<file path="src/rtl/lirq_pkg.sv">
package lirq_pkg;

  typedef enum logic [1:0] {
    OP_NONE = 2'd0,
    OP_LOAD = 2'd1,
    OP_SET  = 2'd2,
    OP_CLR  = 2'd3
  } wr_op_e;

  typedef enum int {
    SRC_HOST_DISC  = 0,
    SRC_VBUS_VALID = 1,
    SRC_SESS_VALID = 2,
    SRC_SESS_END   = 3
  } src_idx_e;

  localparam int NUM_ALIAS = 3;

endpackage

</file>
<file path="src/rtl/lirq_en_reg.sv">
module lirq_en_reg
  import lirq_pkg::*;
#(
  parameter int AW = 8,
  parameter int DW = 8,
  parameter int NSRC = 4,
  parameter logic [AW-1:0] BASE = 8'h0D,
  parameter logic [NSRC-1:0] RST_VAL = '1
) (
  input  logic            clk,
  input  logic            rst,
  input  logic            wr_en,
  input  logic [AW-1:0]   addr,
  input  logic [DW-1:0]   wr_data,
  output logic [NSRC-1:0] en_q,
  output logic            hit_range
);

  localparam logic [AW-1:0] A_LOAD = BASE;
  localparam logic [AW-1:0] A_SET  = BASE + AW'(1);
  localparam logic [AW-1:0] A_CLR  = BASE + AW'(NUM_ALIAS - 1);

  wr_op_e          op;
  logic [NSRC-1:0] wbits;

  assign wbits = wr_data[NSRC-1:0];

  always_comb begin
    if (addr == A_LOAD)      op = OP_LOAD;
    else if (addr == A_SET)  op = OP_SET;
    else if (addr == A_CLR)  op = OP_CLR;
    else                     op = OP_NONE;
  end

  assign hit_range = (op != OP_NONE);

  always_ff @(posedge clk) begin
    if (rst) begin
      en_q <= RST_VAL;
    end else if (wr_en) begin
      case (op)
        OP_LOAD: en_q <= wbits;
        OP_SET:  en_q <= en_q | wbits;
        OP_CLR:  en_q <= en_q & ~wbits;
        default: en_q <= en_q;
      endcase
    end
  end

endmodule

</file>
<file path="src/rtl/lirq_sync_edge.sv">
module lirq_sync_edge #(
  parameter int NSRC = 4,
  parameter int STAGES = 2
) (
  input  logic            clk,
  input  logic            rst,
  input  logic [NSRC-1:0] status_in,
  output logic [NSRC-1:0] cur,
  output logic [NSRC-1:0] rise,
  output logic [NSRC-1:0] fall
);

  logic [NSRC-1:0] chain [STAGES];
  logic [NSRC-1:0] prev_q;

  always_ff @(posedge clk) begin
    if (rst) begin
      for (int i = 0; i < STAGES; i++) chain[i] <= '0;
      prev_q <= '0;
    end else begin
      chain[0] <= status_in;
      for (int i = 1; i < STAGES; i++) chain[i] <= chain[i-1];
      prev_q <= chain[STAGES-1];
    end
  end

  assign cur  = chain[STAGES-1];
  assign rise = cur & ~prev_q;
  assign fall = ~cur & prev_q;

endmodule

</file>
<file path="src/rtl/lirq_pending.sv">
module lirq_pending #(
  parameter int NSRC = 4
) (
  input  logic            clk,
  input  logic            rst,
  input  logic [NSRC-1:0] hit,
  input  logic [NSRC-1:0] cur,
  input  logic            ack_valid,
  input  logic [NSRC-1:0] ack_mask,
  output logic [NSRC-1:0] pend_q,
  output logic            evt_valid,
  output logic [NSRC-1:0] evt_status
);

  logic [NSRC-1:0] clr_mask;

  assign clr_mask = ack_valid ? ack_mask : '0;

  always_ff @(posedge clk) begin
    if (rst) begin
      pend_q     <= '0;
      evt_valid  <= 1'b0;
      evt_status <= '0;
    end else begin
      pend_q    <= (pend_q & ~clr_mask) | hit;
      evt_valid <= |hit;
      if (|hit) evt_status <= cur;
    end
  end

endmodule

</file>
<file path="src/rtl/link_irq_enable_bank.sv">
module link_irq_enable_bank #(
  parameter int AW = 8,
  parameter int DW = 8,
  parameter int NSRC = 4,
  parameter int SYNC_STAGES = 2,
  parameter logic [AW-1:0] RISE_BASE = 8'h0D,
  parameter logic [AW-1:0] FALL_BASE = 8'h10
) (
  input  logic            clk,
  input  logic            rst,
  input  logic            wr_en,
  input  logic [AW-1:0]   addr,
  input  logic [DW-1:0]   wr_data,
  output logic [DW-1:0]   rd_data,
  input  logic [NSRC-1:0] status_in,
  input  logic            ack_valid,
  input  logic [NSRC-1:0] ack_mask,
  output logic            irq,
  output logic            evt_valid,
  output logic [NSRC-1:0] evt_status
);

  localparam int NREG = 2;
  localparam logic [AW-1:0] BASES [NREG] = '{RISE_BASE, FALL_BASE};

  logic [NSRC-1:0] en_vec  [NREG];
  logic            sel_vec [NREG];
  logic [NSRC-1:0] rise_en, fall_en;
  logic [NSRC-1:0] cur, rise, fall, edge_hit, pend_q;

  for (genvar g = 0; g < NREG; g++) begin : g_reg
    lirq_en_reg #(
      .AW(AW), .DW(DW), .NSRC(NSRC), .BASE(BASES[g]), .RST_VAL('1)
    ) i_reg (
      .clk(clk), .rst(rst), .wr_en(wr_en), .addr(addr), .wr_data(wr_data),
      .en_q(en_vec[g]), .hit_range(sel_vec[g])
    );
  end

  assign rise_en = en_vec[0];
  assign fall_en = en_vec[1];

  always_comb begin
    rd_data = '0;
    if (sel_vec[0])      rd_data = DW'(rise_en);
    else if (sel_vec[1]) rd_data = DW'(fall_en);
  end

  lirq_sync_edge #(.NSRC(NSRC), .STAGES(SYNC_STAGES)) i_sync (
    .clk(clk), .rst(rst), .status_in(status_in),
    .cur(cur), .rise(rise), .fall(fall)
  );

  assign edge_hit = (rise & rise_en) | (fall & fall_en);

  lirq_pending #(.NSRC(NSRC)) i_pend (
    .clk(clk), .rst(rst), .hit(edge_hit), .cur(cur),
    .ack_valid(ack_valid), .ack_mask(ack_mask),
    .pend_q(pend_q), .evt_valid(evt_valid), .evt_status(evt_status)
  );

  assign irq = |pend_q;

endmodule

</file>
<file path="config.mk">
export PLATFORM = sky130hd
export DESIGN_NAME = link_irq_enable_bank
export DESIGN_NICKNAME = d
export VERILOG_FILES = /design/src/rtl/lirq_pkg.sv /design/src/rtl/lirq_en_reg.sv /design/src/rtl/lirq_sync_edge.sv /design/src/rtl/lirq_pending.sv /design/src/rtl/link_irq_enable_bank.sv
export SDC_FILE = /design/constraint.sdc
export NUM_CORES = 1
export LEC_CHECK = 0
export ABC_CLOCK_PERIOD_IN_PS = 1600
export BUFFER_PORTS_ARGS = -buffer_cell sky130_fd_sc_hd__buf_4
export CORE_MARGIN = 2
export CORE_UTILIZATION = 43
export DETAILED_ROUTE_END_ITERATION = 7
export PLACE_DENSITY_LB_ADDON = 0.15
export SLEW_MARGIN = 20
export SYNTH_ARGS = -nofsm -noshare
export SYNTH_HDL_FRONTEND = slang
export SYNTH_SLANG_ARGS = --single-unit
</file>
<file path="constraint.sdc">
create_clock -name clk -period 1.6 [get_ports clk]
set_clock_uncertainty 0.2 [all_clocks]
set_input_delay 0.24 -clock clk [delete_from_list [all_inputs] [get_ports clk]]
set_output_delay 0.24 -clock clk [all_outputs]
set_load 0.01 [all_outputs]
</file>
==> metrics.txt <==
Crit path max-delay family simple AND/OR/NAND/NOR gates; Peak supply drop around 0.00069 V; # placed instances a little over 200; clk root buf clkbuf_4; Clock Latency Late Sink approximately 330 ps; GP Congestion about 0.81; syn avg cell area roughly 9.9 um2; routed len/inst roughly 14 um; Die Width 57.2 um; Non-Filler Instances 227; clock-pin slew on the worst setup and hold paths 100 ps; CP cell instances buf_8, or3b_4, or2_4, a21oi_4, a22o_1, buf_6; Max Fclk 0.525 GHz; Setup CP Type primary input to output port; HP Class primary input to register; final core utilization 0.700; synth unique cells 32; drt initial violations 31; synthesized instance count around 120; Crit Path Max Fanout 4; Max stage delay on crit path 390 ps; fin nets 223; failing checks setup timing; Critical Path Start Type primary input; number of clock sinks 29; core area about 2700 um2; vias between 1000 and 1500; crit share post-route 1.19; register bit total from synthesis 29; Final Hold Fails 0; RSZ-0062 raised after global routing yes; layout cells sized above 1 0.459; DRC violations left 0; Die ar. approximately 3300 um2; Chip Height 57.2 um; H-tree levels 2; Final Critical Period about 1900 ps; DR pass1 iterations 4; CTS tree built; Slew Limit Fails 0; Worst Path Required 1160 ps; WP data arrival 1470 ps; fill count between 200 and 250; register area share after synthesis 0.477; first-pass GRT wire length 4.79 mm; I/O Buffers 33; remaining global-route overflow 0; adder-cell area share of the yosys netlist 0; Yosys warnings 0; Setup TNS -1630 ps; Final WS setup -306 ps; post-synthesis mux area share 0.0370; largest net degree at the start of global routing 31; Overall Global Routing Usage 0.194; Syn-to-layout area delta 57.2%; Detail Route Antenna Nets 0; Initial Util 0.445; Longest Clk Path Bufs 2; Detailed Place HPWL ~2.1 mm; Compound-Gate Fraction of Synth Area 0.169; Cell Rows 19; leakage power 0.827 nW; wirelength, routed a little over 3 mm; initial antenna violation count 0; CTS Buf Count 5; PwrDens 756 nW/um2; vias in the first global route between 1000 and 1500; final setup violation count 9; status finished, violations left; largest family of logic cells by synthesized area simple AND/OR/NAND/NOR gates; Power, Total between 0.001 and 0.0015 W; Crit path buffers/inverters 2; max cap viols 0; vias per inst between 5 and 6; Simple-Gate Fraction of Synth Area 0.242; post-synthesis xor/xnor area fraction 0.0288; CP max-delay cell or3b_4; synthesized cell area 1220 um2; capturing element type of the critical path output port; antenna diode count 0; Ports between 40 and 50
==> kinds of logic (layout without fill, tap and decap cells) <==
family / count (synthesis) / count (layout)
XOR/XNOR: 4 / 4
flip-flops: 29 / 29
AO/OA/AOI/OAI: 29 / 29
multiplexers: 4 / 4
other: 1 / 4
AND/OR/NAND/NOR: 46 / 46
buffers and inverters: 10 / 80
==> Yosys cell counts, drive strengths merged <==
cell / number / area share
xnor2: 4 / 0.029
a21oi: 5 / 0.024
nor2b: 17 / 0.087
a221o: 4 / 0.033
mux2: 4 / 0.037
or2: 2 / 0.010
nand2: 9 / 0.028
nand3: 1 / 0.0041
nor4: 2 / 0.028
o21ai: 7 / 0.029
nand3b: 3 / 0.018
or4: 1 / 0.0062
nor3: 2 / 0.017
nor2: 6 / 0.018
inv: 2 / 0.0062
or3b: 1 / 0.0072
dfxtp: 29 / 0.48
a22o: 4 / 0.029
buf: 5 / 0.029
clkbuf: 3 / 0.0092
a31oi: 4 / 0.021
or3: 1 / 0.0092
o22ai: 1 / 0.0051
nand4b: 1 / 0.0072
conb: 1 / 0.0031
a311oi: 4 / 0.029
==> worst reg2reg max path, stage by stage (launching register included) <==
cell,delay [ps]
dfxtp_2,350
nand3b_1,120
o21ai_2,90
nor4_4,260
buf_6,160
mux2_4,300
==> routing by layer <==
| metal | vias up | routed length [um] | part of all wire | GRT usage |
|---|---|---|---|---|
| met5 | - | 0 | 0 | 0 |
| met4 | 0 | 68 | 0.022 | 0.0598 |
| met3 | 10 | 187 | 0.061 | 0.0703 |
| met2 | 48 | 1610 | 0.52 | 0.358 |
| met1 | 544 | 1200 | 0.39 | 0.205 |
| li1 | 578 | - | - | - |
==> report_power, final <==
part	internal [W]	switching (W)	leakage, nW
Combinational	0.000157	0.000107	0.557
Sequential	0.000747	0.0000115	0.239
Clock	0.000165	0.000260	0.0310
Total	0.00107	0.000378	0.827
==> placed cells by master, fill, tap and decap left out, drive strengths merged, types with 2 or more instances in the layout <==
| master | netlist | routed |
|---|---|---|
| a21oi | 5 | 5 |
| a221o | 4 | 4 |
| a22o | 4 | 4 |
| a311oi | 4 | 4 |
| a31oi | 4 | 4 |
| buf | 5 | 62 |
| clkbuf | 3 | 5 |
| clkinv | 0 | 2 |
| conb | 1 | 4 |
| dfxtp | 29 | 29 |
| dlygate4sd3 | 0 | 8 |
| inv | 2 | 2 |
| mux2 | 4 | 4 |
| nand2 | 9 | 9 |
| nand3b | 3 | 3 |
| nor2 | 6 | 6 |
| nor2b | 17 | 17 |
| nor3 | 2 | 2 |
| nor4 | 2 | 2 |
| o21ai | 7 | 7 |
| or2 | 2 | 2 |
| xnor2 | 4 | 4 |
==> sequential cells by signal, indices dropped and copies added, names as in the netlist <==
signal / flops
g.i_reg.en_q: 8
i_sync.chain: 8
i_pend.evt_status: 4
i_pend.pend_q: 4
i_sync.prev_q: 4
i_pend.evt_valid: 1
==> cell type report <==
class / instances / area [um2] / area share
tap: 31 / 38.8 / 0.0203
inverter: 2 / 7.51 / 0.00392
clock inverter: 3 / 17.5 / 0.00915
timing repair buffer: 70 / 579 / 0.303
sequential: 29 / 586 / 0.306
multi-input combinational: 87 / 648 / 0.339
clock buffer: 5 / 37.5 / 0.0196
==> stage by stage <==
| step | setup WS, ps | cell area [um2] | hold WS [ps] |
|---|---|---|---|
| 2_1_floorplan | -75.7 | 1250 | 121 |
| 3_3_place_gp | -301 | 1660 | 222 |
| 3_5_place_dp | -327 | 1660 | 231 |
| 4_1_cts | -301 | 1860 | 9.29 |
| 5_1_grt | -345 | 1910 | 7.75 |
| 6_report | -306 | 1910 | 19.8 |
==> worst paths after layout <==
path                 startpoint                    to  slack (ps)  cells after the start
max reg2reg  i_sync.chain[0][4]  i_pend.evt_status[0]          10                      5
min reg2reg  i_sync.chain[0][1]    i_sync.chain[0][5]         240                      1
min                 ack_mask[3]      i_pend.pend_q[3]          20                      4
max                     addr[3]            rd_data[0]        -310                      6
==> timing repair <==
action / 4_1_cts / 5_1_grt
buffers inserted: 3 / 4
resized for setup: 14 / 11
endpoints found under the hold margin: 8 / 0
hold buffers: 8 / 0
setup endpoints to repair: 9 / 13
pin swaps: 5 / 8
No activity file was read; power rests on OpenSTA's default activity.
